==> src/rtl/winclip_pkg.sv <==
package winclip_pkg;

    parameter int COORD_W  = 15;
    parameter int NUM_RECT = 4;

    localparam int IDX_W  = $clog2(NUM_RECT);
    localparam int CNT_W  = $clog2(NUM_RECT + 1);
    localparam int RULE_W = 1 << NUM_RECT;

    typedef logic [COORD_W-1:0] coord_t;
    typedef logic [NUM_RECT-1:0] code_t;
    typedef logic [RULE_W-1:0]  rule_t;
    typedef logic [CNT_W-1:0]   count_t;

    typedef enum logic {
        MODE_EXCLUDE = 1'b0,
        MODE_INCLUDE = 1'b1
    } clip_mode_e;

    typedef struct packed {
        coord_t xlo;
        coord_t ylo;
        coord_t xhi;
        coord_t yhi;
    } rect_t;

    typedef struct packed {
        logic   valid;
        coord_t x;
        coord_t y;
    } pixel_t;

    function automatic count_t clamp_count(input count_t n);
        return (n > count_t'(NUM_RECT)) ? count_t'(NUM_RECT) : n;
    endfunction

    // Mask bit c is set when no active rectangle holds the pixel (exclude),
    // inverted for include; zero active rectangles accepts every code.
    function automatic rule_t build_rule(input count_t n, input clip_mode_e mode);
        rule_t excl;
        code_t act;
        excl = '0;
        act  = '0;
        for (int i = 0; i < NUM_RECT; i++) begin
            act[i] = (count_t'(i) < n);
        end
        for (int c = 0; c < RULE_W; c++) begin
            excl[c] = ((code_t'(c) & act) == '0);
        end
        if (n == '0) begin
            return '1;
        end
        return (mode == MODE_INCLUDE) ? ~excl : excl;
    endfunction

endpackage

==> src/rtl/winclip_cfg.sv <==
module winclip_cfg
    import winclip_pkg::*;
(
    input  logic                 clk,
    input  logic                 rst,
    input  logic                 rect_we,
    input  logic [IDX_W-1:0]     rect_idx,
    input  rect_t                rect_wdata,
    input  logic                 ctl_we,
    input  count_t               ctl_count,
    input  clip_mode_e           ctl_mode,
    output rect_t [NUM_RECT-1:0] rects,
    output count_t               count,
    output clip_mode_e           mode,
    output rule_t                rule
);

    rect_t [NUM_RECT-1:0] rects_q;
    count_t               count_q;
    clip_mode_e           mode_q;
    rule_t                rule_q;
    count_t               count_c;

    assign count_c = clamp_count(ctl_count);

    for (genvar g = 0; g < NUM_RECT; g++) begin : g_rect
        always_ff @(posedge clk) begin
            if (rst) begin
                rects_q[g] <= '0;
            end else if (rect_we && rect_idx == IDX_W'(g)) begin
                rects_q[g] <= rect_wdata;
            end
        end
    end

    always_ff @(posedge clk) begin
        if (rst) begin
            count_q <= '0;
            mode_q  <= MODE_EXCLUDE;
            rule_q  <= '1;
        end else if (ctl_we) begin
            count_q <= count_c;
            mode_q  <= ctl_mode;
            rule_q  <= build_rule(count_c, ctl_mode);
        end
    end

    assign rects = rects_q;
    assign count = count_q;
    assign mode  = mode_q;
    assign rule  = rule_q;

endmodule

==> src/rtl/winclip_rect_match.sv <==
module winclip_rect_match
    import winclip_pkg::*;
(
    input  rect_t  rect,
    input  logic   enable,
    input  coord_t x,
    input  coord_t y,
    output logic   hit
);

    logic in_x;
    logic in_y;

    always_comb begin
        in_x = (x >= rect.xlo) && (x <= rect.xhi);
        in_y = (y >= rect.ylo) && (y <= rect.yhi);
        hit  = enable && in_x && in_y;
    end

endmodule

==> src/rtl/winclip_decide.sv <==
module winclip_decide
    import winclip_pkg::*;
(
    input  logic  clk,
    input  logic  rst,
    input  logic  in_valid,
    input  code_t in_code,
    input  rule_t rule,
    output logic  out_valid,
    output logic  out_pass,
    output code_t out_code
);

    logic  valid_q;
    logic  pass_q;
    code_t code_q;

    always_ff @(posedge clk) begin
        if (rst) begin
            valid_q <= 1'b0;
            pass_q  <= 1'b0;
            code_q  <= '0;
        end else begin
            valid_q <= in_valid;
            if (in_valid) begin
                pass_q <= rule[in_code];
                code_q <= in_code;
            end
        end
    end

    assign out_valid = valid_q;
    assign out_pass  = pass_q;
    assign out_code  = code_q;

endmodule

==> src/rtl/winclip_tester.sv <==
module winclip_tester
    import winclip_pkg::*;
(
    input  logic        clk,
    input  logic        rst,
    input  logic        cfg_rect_we,
    input  logic [1:0]  cfg_rect_idx,
    input  logic [14:0] cfg_xmin,
    input  logic [14:0] cfg_ymin,
    input  logic [14:0] cfg_xmax,
    input  logic [14:0] cfg_ymax,
    input  logic        cfg_ctl_we,
    input  logic [2:0]  cfg_count,
    input  logic        cfg_include,
    input  logic        pix_valid,
    input  logic [14:0] pix_x,
    input  logic [14:0] pix_y,
    output logic        res_valid,
    output logic        res_pass,
    output logic [3:0]  res_code
);

    rect_t                wdata;
    rect_t [NUM_RECT-1:0] rects;
    count_t               count_q;
    clip_mode_e           mode_q;
    rule_t                rule_q;
    pixel_t               pix;
    code_t                hits;
    code_t                code_o;

    assign wdata = '{xlo: cfg_xmin, ylo: cfg_ymin, xhi: cfg_xmax, yhi: cfg_ymax};
    assign pix   = '{valid: pix_valid, x: pix_x, y: pix_y};

    winclip_cfg u_cfg (
        .clk        (clk),
        .rst        (rst),
        .rect_we    (cfg_rect_we),
        .rect_idx   (IDX_W'(cfg_rect_idx)),
        .rect_wdata (wdata),
        .ctl_we     (cfg_ctl_we),
        .ctl_count  (count_t'(cfg_count)),
        .ctl_mode   (clip_mode_e'(cfg_include)),
        .rects      (rects),
        .count      (count_q),
        .mode       (mode_q),
        .rule       (rule_q)
    );

    for (genvar g = 0; g < NUM_RECT; g++) begin : g_match
        winclip_rect_match u_match (
            .rect   (rects[g]),
            .enable (count_t'(g) < count_q),
            .x      (pix.x),
            .y      (pix.y),
            .hit    (hits[g])
        );
    end

    winclip_decide u_decide (
        .clk       (clk),
        .rst       (rst),
        .in_valid  (pix.valid),
        .in_code   (hits),
        .rule      (rule_q),
        .out_valid (res_valid),
        .out_pass  (res_pass),
        .out_code  (code_o)
    );

    assign res_code = 4'(code_o);

endmodule

==> config.mk <==
export PLATFORM = sky130hd
export DESIGN_NAME = winclip_tester
export DESIGN_NICKNAME = d
export VERILOG_FILES = /design/src/rtl/winclip_pkg.sv /design/src/rtl/winclip_cfg.sv /design/src/rtl/winclip_rect_match.sv /design/src/rtl/winclip_decide.sv /design/src/rtl/winclip_tester.sv
export SDC_FILE = /design/constraint.sdc
export NUM_CORES = 1
export LEC_CHECK = 0
export ABC_AREA = 1
export BUFFER_PORTS_ARGS = -buffer_cell sky130_fd_sc_hd__buf_2
export CORE_MARGIN = 4
export CORE_UTILIZATION = 34
export DETAILED_ROUTE_END_ITERATION = 7
export GPL_TIMING_DRIVEN = 0
export PLACE_DENSITY = 0.6
export SYNTH_ARGS = -nofsm -noshare
export SYNTH_HDL_FRONTEND = slang
export SYNTH_SLANG_ARGS = --single-unit
==> constraint.sdc <==
create_clock -name clk -period 2.53 [get_ports clk]
set_clock_uncertainty 0.2 [all_clocks]
set_input_delay 0.506 -clock clk [delete_from_list [all_inputs] [get_ports clk]]
set_output_delay 0.506 -clock clk [all_outputs]
set_load 0.03 [all_outputs]
# Word-level counts from Yosys, hierarchy flattened
# Cells that the tools add are included.
dict set report op_classes {
  n_reduce_logical 37
  order_cmp 26
  n_eq_ne 3
  muxes 9
  bitwise 1
}
# operator count
set op_table {}
lappend op_table {{$ge 15x15->1} 8}
lappend op_table {{$le 15x15->1} 8}
lappend op_table {{$logic_not 4->1} 15}
lappend op_table {{$mux 16} 3}
lappend op_table {{$logic_and 1x1->1} 20}
lappend op_table {{$not 16->16} 1}
lappend op_table {{$lt 1x3->1 const A} 4}
lappend op_table {{$lt 2x3->1 const A} 4}
lappend op_table {{$lt 4x5->1 const B} 1}
lappend op_table {{$bmux 1 s4} 1}
lappend op_table {{$eq 2x2->1 const B} 2}
lappend op_table {{$mux 1} 4}
lappend op_table {{$gt 3x3->1 const B} 1}
lappend op_table {{$logic_not 3->1} 1}
lappend op_table {{$mux 3} 1}
lappend op_table {{$eq 2x1->1 const B} 1}
lappend op_table {{$logic_not 2->1} 1}
dict set report totals {
  input_bits 101
  out_inout_bits 6
  ff_bits 265
}

# Logic depth before layout (Yosys ltp)
dict set report depth {
  word_depth 7
  ltp_mapped 21
  depth_no_buf 21
}

# Modules after synthesis
# From an unflattened synthesis, not the netlist that was laid out.
dict set report hier_totals {
  cells_unflattened 2336
  area_unflattened_um2 16061.7
}
# module cells_per_inst area_each_um2 instances
set modules_own_cells {}
lappend modules_own_cells {winclip_cfg 1123 8857.2 1}
lappend modules_own_cells {{winclip_rect_match at g_match[0].u_match ...} 288 1701.6 3}
lappend modules_own_cells {{winclip_rect_match at g_match[1].u_match} 283 1690.4 1}
lappend modules_own_cells {winclip_decide 59 380.4 1}
lappend modules_own_cells {winclip_tester 7 28.8 1}

# Least setup slack after synthesis
# No wires, ideal clock.
dict set report synth_path {
  kind {input to register}
  startpoint {input pix_x[0]}
  endpoint {register u_decide.pass_q (netlist: u_decide.out_pass)}
  cell_stages 19
  t_arrival_ns 1.941
  path_buffers 0
  setup_slack_ns 0.278
  cell_sequence {inv_1 > ha_1 > nand2_1 > nor2_1 > nand2_1 > nor2_1 > nor2_1 > nand3_1 > nand2_1 > nor2_4 > nand2_4 > nand2_1 > nand2_1 > nand2_1 > nand3_1 > nand3_1 > nand2_1 > nor2_1 > nor2_1}
}
dict set report synth_via {
  elab_chain_len 6
}
# element line_no
set synth_lines {}
lappend synth_lines {{from (decl)} winclip_tester.sv:16} ;# input logic [14:0] pix_x,
lappend synth_lines {{$ge 15x15->1 or $le 15x15->1 (tied branches)} winclip_rect_match.sv:15} ;# in_x = (x >= rect.xlo) && (x <= rect.xhi);
lappend synth_lines {{$logic_and 1x1->1} winclip_rect_match.sv:15}
lappend synth_lines {{$logic_and 1x1->1 (2 in series)} winclip_rect_match.sv:17} ;# hit = enable && in_x && in_y;
lappend synth_lines {{$bmux 1 s4 (*)} winclip_decide.sv:26} ;# pass_q <= rule[in_code];
lappend synth_lines {{$mux 1 (not written as such) (*)} winclip_decide.sv:26}
lappend synth_lines {{to (signal assigned)} winclip_decide.sv:26}
lappend synth_lines {{to (decl)} winclip_decide.sv:15} ;# logic pass_q;
# Every way passes the cells marked *; elsewhere a longest branch is shown, timed or not. The select of a mux whose other input is x is not followed.
# A chain may end at the register's enable or synchronous reset.

# Final worst setup path
dict set report layout_path {
  startpoint {register u_cfg.rects_q (netlist bit u_cfg.rects[21])}
  endpoint {register u_decide.pass_q (netlist: u_decide.out_pass)}
}
dict set report layout_via {
  elab_chain_len 6
}
# element line_no
set layout_lines {}
lappend layout_lines {{from (decl)} winclip_cfg.sv:18} ;# rect_t [NUM_RECT-1:0] rects_q;
lappend layout_lines {{from (signal, indexed assignment)} winclip_cfg.sv:31} ;# rects_q[g] <= rect_wdata;
lappend layout_lines {{$le 15x15->1} winclip_rect_match.sv:15}
lappend layout_lines {{$logic_and 1x1->1} winclip_rect_match.sv:15}
lappend layout_lines {{$logic_and 1x1->1 (2 in series)} winclip_rect_match.sv:17}
lappend layout_lines {{$bmux 1 s4} winclip_decide.sv:26}
lappend layout_lines {{$mux 1 (not written as such)} winclip_decide.sv:26}
# No other way between the ends. The select of a mux whose other input is x is not followed.

==> out/metrics.cfg <==
[worst_setup_path]
arrival_ps = 2790
crit_required_ps = 2800
crit_family = simple AND/OR/NAND/NOR gates
crit_buf_inv = 2
cp-end-kind = register
cp_common_cell = nand2_1
path_max_fanout = 2
slowest_delay_ps = 330
path_cells = inv_2 > ha_4 > nand2_2 > nor2_4 > nand4_1 > nor2_2 > inv_1 > nand2_1 > nand3_2 > o21bai_1 > nand2_1 > nand2_1 > nand2_1 > nand2_1 > a21oi_2 > nor2_1 > nor2_1
worstSetupPathType = register to register
cp-start-kind = register
cp_slowest_cell = dfxtp_2

[route]
drtPass1Iterations = 5
post_drt_via_cell_ratio = 5.13
drt_iter0_markers = 965
drcViolationCount = 0
wl_um = 49700
ant_nets = 0
avgRoutedWirePerCell_um = 18.1
vias = 14110

[sta]
finalSetupViolCount = 0
rsz0062_at_grt = yes
tightest_slew_ps = 830
relSlewSlack_pct = 44.7
hold_viol_final = 0
fin_crit_sh_pct = 99.7
tns_ps = 0
min_period_ps = 2520
slew_violations = 0
hold-worst-slack_ps = 41.4
max_freq_ghz = 0.396

[clock_network]
clock_path_buffers = 3
cts_made_buffers = 30
cts_tree = done
path_clk_slew_ps = 60
htreeDepth = 1
cts_sinks = 260
clkLatencyLatePin_ps = 570
clock-root-buffer = clkbuf_16

[floorplanning]
ios = 107
rows = 76
initial_utilization_pct = 34.6
die-area_um2 = 47600
fp.dieW_um = 218
core_region_area_um2 = 43400
die_y_um = 218

[cells_and_area]
nets = 2484
final_util_pct = 40.6
final_cells = 2749
area_growth_pct = 17.2
design_area_um2 = 17600
drive_gt1_share_pct = 11.4

[status]
outcome = complete, no violations

[synthesis]
synth_compound_area_share_pct = 21.7
syn_nets = 2340
synth_xor_area_share_pct = 0
synth_top_family_by_area = compound AO/OA/AOI/OAI gates
syn-cell-area_um2 = 15000
yosysWarnings = 0
synth_mux_area_share_pct = 0
yosys.area_share.simple_pct = 14.2
ys_types = 37
synth-adder-area-share_pct = 20.0
avgSynthCellArea_um2 = 7.51
ys_ff_latch = 260
yosysSeqAreaShare_pct = 34.7
syn-instance-count = 1999

[global_route]
grtUsageTotal_pct = 20.3
grt_pass1_vias = 13628
grt_pass1_wl_um = 75500
antenna_found_initial = 3
grt-ovfl-total = 0
grt_max_degree = 15

[placement]
placed_cells = 2687
io_buffers = 103
place_hpwl_um = 37900
placed_area_um2 = 16300
gp_congestion = 0.909

[pwr]
p_sw_uw = 3150
clkPwrFrac_pct = 41.2
power_frac_seq_pct = 40.5
p_leak_uw = 0.00734
pwr-share-comb_pct = 18.4
internal-power_uw = 7670
pwr_density_cell_nw_per_um2 = 615
swShare_pct = 29.1
ir_worst_vdd_mv = 0.488

[hold_path]
min_path_type = input port to register

[flow_run]
cap_violations = 0

==> registers in the layout, summed over array words and instances, names as in the netlist <==
register and cells:
u_decide.out_code 4, u_cfg.rects 240, u_decide.out_valid 1, u_cfg.rule 11
u_decide.out_pass 1, u_cfg.count 3
==> what timing repair did <==
item	4_1_cts	5_1_grt
hold buffers	2	0
endpoints found under the setup margin	1	1
gates resized for setup	4	59
buffers inserted	1	6
hold endpoints to repair	5	0
pin swaps	4	23
==> cell type report <==
cell class	count	area, µm²
fillers	4541	25800
multi-input cells	1367	8640
flip-flops and latches	260	5220
inverters	293	1100
clock buffers	41	863
well taps	585	732
repair buffers	112	592
plain buffers	79	323
clock inverters	10	128
diodes	2	5.00
==> logic make-up (layout without fill, tap and decap cells) <==
kind of cell	Yosys count	after routing
flip-flops	260	260
AO/OA/AOI/OAI	640	640
AND/OR/NAND/NOR	487	487
adder cells (fa/ha/maj)	240	240
other	0	2
buffers and inverters	372	535
==> final timing paths <==
check,from,endpoint,slack (ps),cells past startpoint
worst max-delay path,u_cfg.rects[21],u_decide.out_pass,7,17
worst max register to register,u_cfg.rects[21],u_decide.out_pass,7,17
worst min register to register,u_cfg.rule[11],u_cfg.rule[11],250,2
worst min-delay path,rst,u_cfg.rule[7],40,3
==> cells in the final DEF, fill, tap and decap left out, types with 5 or more instances in the layout <==
cell type  Yosys  final
ha_4           0     11
dfxtp_1      260    252
dfxtp_2        0      8
nand3b_1       6      6
nand4_1       34     34
buf_2          7    110
nor2_1       102     91
nand3_1       41     37
a21oi_1      341    339
nand2_1      264    256
ha_1         240    229
inv_1        285    275
clkbuf_8       1      6
nand3_2        4      8
o21ai_0      278    278
clkinv_2       0      6
clkbuf_1      69     74
o21a_1         5      5
nand2_2        4     11
inv_2          5     15
nor2_4         2      8
buf_4          0      6
nor4_1         7      7
nor2_2         6     11
clkbuf_16      0     31
==> cells in the mapped netlist, drive strengths merged <==
cell / count / share of area [%]
nand3b: 6 / 0.30
a31oi: 1 / 0.042
a21o: 4 / 0.20
inv: 290 / 7.3
a21oi: 342 / 11
buf: 9 / 0.33
nand3: 45 / 1.6
nor2: 110 / 3.0
ha: 240 / 20
dfxtp: 260 / 35
nand4: 34 / 1.4
and2: 2 / 0.083
and3: 1 / 0.050
o21bai: 4 / 0.20
nor4: 7 / 0.29
nor3b: 4 / 0.23
nand2: 270 / 6.9
o21ai: 280 / 9.3
o21a: 5 / 0.25
clkinv: 3 / 0.075
clkbuf: 70 / 1.8
nor3: 5 / 0.17
nor4b: 2 / 0.12
o211ai: 4 / 0.20
or2: 1 / 0.042
==> per-stage QoR <==
stage / setup slack, ps / power (µW)
3_3_place_gp: -561 / 6290
5_1_grt: -105 / 11300
3_5_place_dp: -576 / 6360
6_report: 7.08 / 10800
4_1_cts: 2.84 / 10800
2_1_floorplan: 278 / 5660
==> metal layers <==
layer	routed length, µm	global-route usage [%]
met5	0	0
met4	1820	6.91
met3	3480	3.88
met2	22500	34.0
met1	21900	26.4
==> power by group through the flow <==
| stage | sequential, µW | clock (µW) | combinational [µW] |
|---|---|---|---|
| 5_1_grt | 4400 | 4680 | 2270 |
| 2_1_floorplan | 4460 | 0 | 1200 |
| 4_1_cts | 4380 | 4520 | 1910 |
| 3_3_place_gp | 4460 | 0 | 1830 |
| 6_report | 4380 | 4450 | 1990 |
| 3_5_place_dp | 4470 | 0 | 1890 |
==> tightest hold or removal path, stage by stage <==
cell and delay (ps):
buf_2 120, nor2_1 90, nand2_1 60
(Power assumes the default switching activity.)
